<file path="config.mk">
export PLATFORM = sky130hd
export DESIGN_NAME = fifo_lvl_irq
export DESIGN_NICKNAME = d
export VERILOG_FILES = /design/src/rtl/fifo_lvl_pkg.sv /design/src/rtl/fifo_lvl_cfg_reg.sv /design/src/rtl/fifo_lvl_cmp.sv /design/src/rtl/fifo_lvl_irq.sv
export SDC_FILE = /design/constraint.sdc
export NUM_CORES = 1
export LEC_CHECK = 0
export BUFFER_PORTS_ARGS = -buffer_cell sky130_fd_sc_hd__buf_4
export CORE_ASPECT_RATIO = 0.9
export CORE_UTILIZATION = 47
export DETAILED_ROUTE_END_ITERATION = 7
export GPL_TIMING_DRIVEN = 0
export PLACE_DENSITY_LB_ADDON = 0.12
export SLEW_MARGIN = 25
export SYNTH_ARGS = -nofsm -noshare
export SYNTH_HDL_FRONTEND = slang
export SYNTH_SLANG_ARGS = --single-unit
</file>
<file path="constraint.sdc">
create_clock -name clk -period 3.15 [get_ports clk]
set_input_delay 0.1575 -clock clk [delete_from_list [all_inputs] [get_ports clk]]
set_output_delay 0.1575 -clock clk [all_outputs]
set_load 0.01 [all_outputs]
</file>
<file path="src/rtl/fifo_lvl_pkg.sv">
package fifo_lvl_pkg;
  localparam int FIELD_W   = 8;
  localparam int N_FLAGS   = 4;
  localparam int BLK_SHIFT = 6;
  localparam logic [31:0] CFG_RESET = 32'h4800_0000;

  typedef enum logic { SENSE_ABOVE, SENSE_BELOW } sense_e;

  // flag order: 0 rx_stat, 1 rx_room, 2 tx_stat, 3 tx_room (matches field order)
  function automatic sense_e sense_of(input int idx);
    return (idx == 1) ? SENSE_BELOW : SENSE_ABOVE;
  endfunction

  function automatic logic [31:0] bytes_to_blocks(input logic [31:0] nbytes);
    return nbytes >> BLK_SHIFT;
  endfunction

  function automatic logic level_hit(input sense_e s, input logic [31:0] cnt,
                                     input logic [FIELD_W-1:0] thr);
    logic [31:0] t;
    t = {{(32-FIELD_W){1'b0}}, thr};
    return (s == SENSE_ABOVE) ? (cnt > t) : (cnt < t);
  endfunction
endpackage

</file>
<file path="src/rtl/fifo_lvl_cfg_reg.sv">
module fifo_lvl_cfg_reg #(
  parameter int          WORD_W    = 32,
  parameter logic [31:0] RESET_VAL = 32'h0
) (
  input  logic              clk,
  input  logic              rst_n,
  input  logic              we,
  input  logic [WORD_W-1:0] wdata,
  output logic [WORD_W-1:0] q
);
  always_ff @(posedge clk or negedge rst_n) begin
    if (!rst_n)  q <= RESET_VAL[WORD_W-1:0];
    else if (we) q <= wdata;
  end
endmodule

</file>
<file path="src/rtl/fifo_lvl_cmp.sv">
module fifo_lvl_cmp
  import fifo_lvl_pkg::*;
#(
  parameter sense_e SENSE = SENSE_ABOVE
) (
  input  logic [31:0]        cnt,
  input  logic [FIELD_W-1:0] thr,
  output logic               hit
);
  always_comb hit = level_hit(SENSE, cnt, thr);
endmodule

</file>
<file path="src/rtl/fifo_lvl_irq.sv">
module fifo_lvl_irq
  import fifo_lvl_pkg::*;
#(
  parameter int BYTE_W = 16,
  parameter int DW_W   = 10
) (
  input  logic              clk,
  input  logic              rst_n,
  input  logic              cfg_we,
  input  logic [31:0]       cfg_wdata,
  output logic [31:0]       cfg_rdata,
  input  logic [BYTE_W-1:0] tx_data_free_bytes,
  input  logic [DW_W-1:0]   tx_stat_used_dw,
  input  logic [BYTE_W-1:0] rx_data_free_bytes,
  input  logic [DW_W-1:0]   rx_stat_used_dw,
  output logic              irq_tx_room,
  output logic              irq_tx_stat,
  output logic              irq_rx_room,
  output logic              irq_rx_stat
);
  localparam int WORD_W = FIELD_W * N_FLAGS;

  logic [WORD_W-1:0]  cfg_q;
  logic [31:0]        norm_cnt [N_FLAGS];
  logic [N_FLAGS-1:0] hit_now;
  logic [N_FLAGS-1:0] irq_q;

  // named views for the checker
  logic [31:0] tx_blocks, rx_blocks;

  fifo_lvl_cfg_reg #(.WORD_W(WORD_W), .RESET_VAL(CFG_RESET)) u_cfg (
    .clk(clk), .rst_n(rst_n), .we(cfg_we), .wdata(cfg_wdata), .q(cfg_q)
  );

  always_comb begin
    tx_blocks   = bytes_to_blocks(32'(tx_data_free_bytes));
    rx_blocks   = bytes_to_blocks(32'(rx_data_free_bytes));
    norm_cnt[0] = 32'(rx_stat_used_dw);
    norm_cnt[1] = rx_blocks;
    norm_cnt[2] = 32'(tx_stat_used_dw);
    norm_cnt[3] = tx_blocks;
  end

  for (genvar i = 0; i < N_FLAGS; i++) begin : g_cmp
    fifo_lvl_cmp #(.SENSE(sense_of(i))) u_cmp (
      .cnt(norm_cnt[i]),
      .thr(cfg_q[i*FIELD_W +: FIELD_W]),
      .hit(hit_now[i])
    );
  end

  always_ff @(posedge clk or negedge rst_n) begin
    if (!rst_n) irq_q <= '0;
    else        irq_q <= hit_now;
  end

  assign cfg_rdata   = cfg_q;
  assign irq_rx_stat = irq_q[0];
  assign irq_rx_room = irq_q[1];
  assign irq_tx_stat = irq_q[2];
  assign irq_tx_room = irq_q[3];
endmodule

</file>
Word level (Yosys, flattened, before mapping):

Index checks and enable logic that the tools add are counted.

* bits in registers: 36
* bits of input ports: 87
* logic and storage cells: 6

* magnitude comparators: 4

Operators by type and width (count)
* 10-bit by 8-bit greater-than comparator with 1-bit output: 3
* 10-bit by 8-bit less-than comparator with 1-bit output: 1

Depth between registers and ports, before layout:

* depth in word-level cells: 1
* depth in mapped cells: 6
* gate-level depth less buffers: 6

Hierarchy:

A second synthesis with hierarchy kept.

* cell total of the unflattened synthesis: 213
* area total of the unflattened synthesis: 2457.4 µm²

Modules (own cells, without submodules)
* fifo_lvl_cfg_reg: times used 1, cells an instance 68, area an instance 1347.5 µm², sequential area each 803.3 µm²
* fifo_lvl_cmp (g_cmp[0].u_cmp ...): times used 3, cells an instance 36, area an instance 259.0 µm², sequential area each 0.0 µm²
* fifo_lvl_cmp (g_cmp[1].u_cmp): times used 1, cells an instance 32, area an instance 229.0 µm², sequential area each 0.0 µm²
* fifo_lvl_irq: times used 1, cells an instance 5, area an instance 103.8 µm², sequential area each 100.1 µm²

Least setup slack after synthesis:

Ideal clock, no wire load.

* path type: register to register
* start: register u_cfg.q[27]
* end: register irq_q[3]
* data arrival time: 1.281 ns
* data required time: 3.013 ns
* slack: 1.732 ns
* stages on the path, launching flop included: 7
* path buffers: 0
* cell sequence: dfstp_2 > inv_1 > ha_1 > o21ai_0 > a21oi_1 > o31ai_1 > a32oi_1

* longest elaborated chain between the ends: 1

RTL lines
* start: declaration: RTL line fifo_lvl_cfg_reg.sv:9 `output logic [WORD_W-1:0] q`
* start signal: assignment: RTL line fifo_lvl_cfg_reg.sv:12 `if (!rst_n) q <= RESET_VAL[WORD_W-1:0];`
* start signal: assignment: RTL line fifo_lvl_cfg_reg.sv:13 `else if (we) q <= wdata;`
* 10-bit by 8-bit greater-than comparator with 1-bit output: RTL line fifo_lvl_pkg.sv:22 `return (s == SENSE_ABOVE) ? (cnt > t) : (cnt < t);`
* net g_cmp[3].u_cmp.hit: RTL line fifo_lvl_cmp.sv:8 `output logic hit`
* end signal: assignment: RTL line fifo_lvl_irq.sv:54 `else irq_q <= hit_now;`
* end: declaration: RTL line fifo_lvl_irq.sv:26 `logic [N_FLAGS-1:0] irq_q;`

The timed path passes the listed nets, and every way through them passes these cells.
A chain may end at the register's enable or synchronous reset.

Worst setup path after layout:

Ends and elaborated chain as after synthesis.

==> metrics.txt <==
delay of the slowest critical-path stage=0.54 ns; first-pass GRT wire length=8180 um; Worst VDD drop=around 300 uV; Tightest Pin Transition=0.455 ns; die area=4720 um2; top-count cell post-synth=dfrtp_1; final net count=around 450; setup TNS=0 ns; Mapped Avg Cell Area=~9.6 um2; Die Wd=around 72 um; CP Class=flip-flop to flip-flop; Setup Skew=0.00445 ns; Worst Setup Start Kind=flip-flop; Final setup viols=0; FMAX=0.652 GHz; synthesized area=2090 um2; CTS tree=built; postcts setup bufs=0; P per Cell Area=roughly 400 nW/um2; Area Overhead vs Synth=47.5%; CTS Buffer Depth=2; CP required=3.31 ns; Buf/Inv on CP=1; Syn Nets=336; cell taking the most area after synthesis=dfrtp_1; Post-synth EDFFs=0; DR iter-0 viols=61; period utilization=48.7%; Critical Path AT=1.69 ns; H-tree depth=2; Layout fillers=345; Initial Util=50.0%; Ant. Diodes=0; antenna violations before repair=0; Post-Synth Adder-Cell Area=between 10% and 20%; Leakage=0.00166 uW; most instantiated cells after synthesis=dfrtp_1 (34), nand2_1 (33), ha_1 (31), inv_1 (31), o21ai_0 (30); post-route ant nets=0; Root Driver=clkbuf_8; Final Slew Violations=0; # clock sinks=36; total grt overflow=0; vias in the first global route=1,924; Routed WL per cell=~13 um; max-cap violation count=0; worst path cell trace=inv_1 > ha_1 > o21ai_0 > a21oi_1 > o31ai_1 > a32oi_1; Routability Congestion=0.763; CTS Buf Count=5; via count=1,921; status=finished, final reports clean; Post-Synth XOR/XNOR Area=0%; Synth Area in Compound Gates=16.7%; vias per cell=4.85; Synth Flop Type=dfrtp_1; fraction of registers with async set/reset=100%; mux cell area share after synthesis=2.87%; slew margin rel.=69.7%; # port buffers=between 100 and 150; drt pass-1 iters=4; RSZ-0062 raised after global routing=false; Synth Warn #=0; dpl hpwl=~4000 um; combinational family with the most area after synthesis=adder cells; Yosys top cell area share=40.7%; Hold Worst Slack=slightly above 0.07 ns; core area=approximately 4200 um2; synth unique cells=29; CP endpoint kind=flip-flop; # IOs=123; hold crit path type=input port to flip-flop; worst skew pair latency=0.29 ns; Tot Pwr=1230 uW; DP Cell Count=387; non-filler instance count after layout=396; final hold violations=0; layout cells sized above 1=38.4%; Synth Instances=between 200 and 250; simple-gate portion of the synthesized area=between 10 and 15%; register area share after synthesis=a little over two fifths; # DRC=0; Synth area leaders=dfrtp_1 (41%), ha_1 (19%), o21ai_0 (7.2%); CP Max Fanout=2; Row Count=22; crit-path leading delay family=flip-flops; Synth Register Bits=36; min cycle time layout=1.53 ns; largest net degree at the start of global routing=37; Die H=around 65 um; Routed WL=4970 um; Worst-path clk slew=0.07 ns; Critical Path Slowest Stage Cell=dfstp_2; gr usage total=between 20% and 30%
power by group:
group | switching, uW | internal (uW) | leakage, uW
clock | 154 | 178 | 0.0000455
sequential | 23.8 | 507 | 0.000427
combinational | 164 | 198 | 0.00118
routing by layer:
layer	wire [um]	vias to the layer above	GRT usage, %
li1	-	971	-
met1	2080	870	27.2
met5	0	-	0
met2	2380	73	38.4
met4	82	0	8.82
met3	423	7	8.13
cells by family (layout without fill, tap and decap cells):
kind of cell    Yosys count  after routing
compound gates           56             56
fa+ha+maj                31             31
buf+inv                  38            156
flops                    36             36
mux                       4              4
simple gates             53             53
tightest hold or removal path, cell delays in order:
cell	delay, ns
buf_4	0.08
nand2_1	0.04
o21ai_0	0.06
flip-flops by register name (all words and copies together) (netlist names):
name     count
u_cfg.q     32
irq_q        4
cells in the final DEF (no fill, tap or decap):
| master | instances |
|---|---|
| nor2b_1 | 2 |
| o21bai_1 | 2 |
| o21a_1 | 6 |
| a21o_1 | 2 |
| o31ai_1 | 1 |
| dfrtp_1 | 34 |
| o211ai_1 | 1 |
| dfstp_2 | 2 |
| nor4_1 | 1 |
| dlygate4sd3_1 | 1 |
| buf_2 | 3 |
| o22ai_1 | 3 |
| and3_1 | 2 |
| buf_4 | 109 |
| nand2b_1 | 2 |
| a21oi_1 | 5 |
| clkbuf_8 | 6 |
| a22oi_1 | 2 |
| a221oi_2 | 2 |
| ha_1 | 31 |
| nor2_1 | 6 |
| a211oi_2 | 1 |
| o21ai_0 | 30 |
| nand4_1 | 2 |
| mux2_4 | 4 |
| clkbuf_1 | 4 |
| nand3_1 | 4 |
| or3_1 | 1 |
| nand2_1 | 33 |
| inv_1 | 31 |
| a32oi_1 | 1 |
| buf_6 | 2 |
cell type report:
| cell class | count | area (um2) | area share, % |
|---|---|---|---|
| Multi-Input combinational cell | 144 | 1030 | 33.3 |
| Timing Repair Buffer | 110 | 828 | 26.8 |
| Tap cell | 60 | 75.1 | 2.43 |
| Clock buffer | 8 | 90.1 | 2.92 |
| Sequential cell | 36 | 903 | 29.3 |
| Buffer | 7 | 45.0 | 1.46 |
| Inverter | 31 | 116 | 3.77 |
final timing paths:
path | startpoint | end | slack (ns) | cells past startpoint
setup / recovery | u_cfg.q[27] | irq_q[3] | 1.62 | 6
hold / removal | cfg_wdata[26] | u_cfg.q[26] | 0.07 | 3
setup reg to reg | u_cfg.q[27] | irq_q[3] | 1.62 | 6
hold reg to reg | u_cfg.q[27] | u_cfg.q[27] | 0.53 | 2
max in group asynchronous | rst_n | u_cfg.q[30] | 2.43 | 2
min in group asynchronous | rst_n | u_cfg.q[12] | 0.36 | 2
stage by stage:
step | worst slack (ns) | area [um2] | utilization (%)
finish | 1.62 | 3090 | 73.7
global route | 1.57 | 3090 | 73.7
CTS | 1.63 | 3090 | 73.7
detailed placement | 1.66 | 2990 | 71.4
global placement | 1.67 | 2990 | 71.4
floorplan | 1.73 | 2090 | -
repair_timing:
item	CTS	global route
hold endpoints to repair	34	0
endpoints found under the setup margin	0	0
hold buffers	1	0
gates resized for setup	0	0
Note: power is estimated with default switching activity, not from simulation.
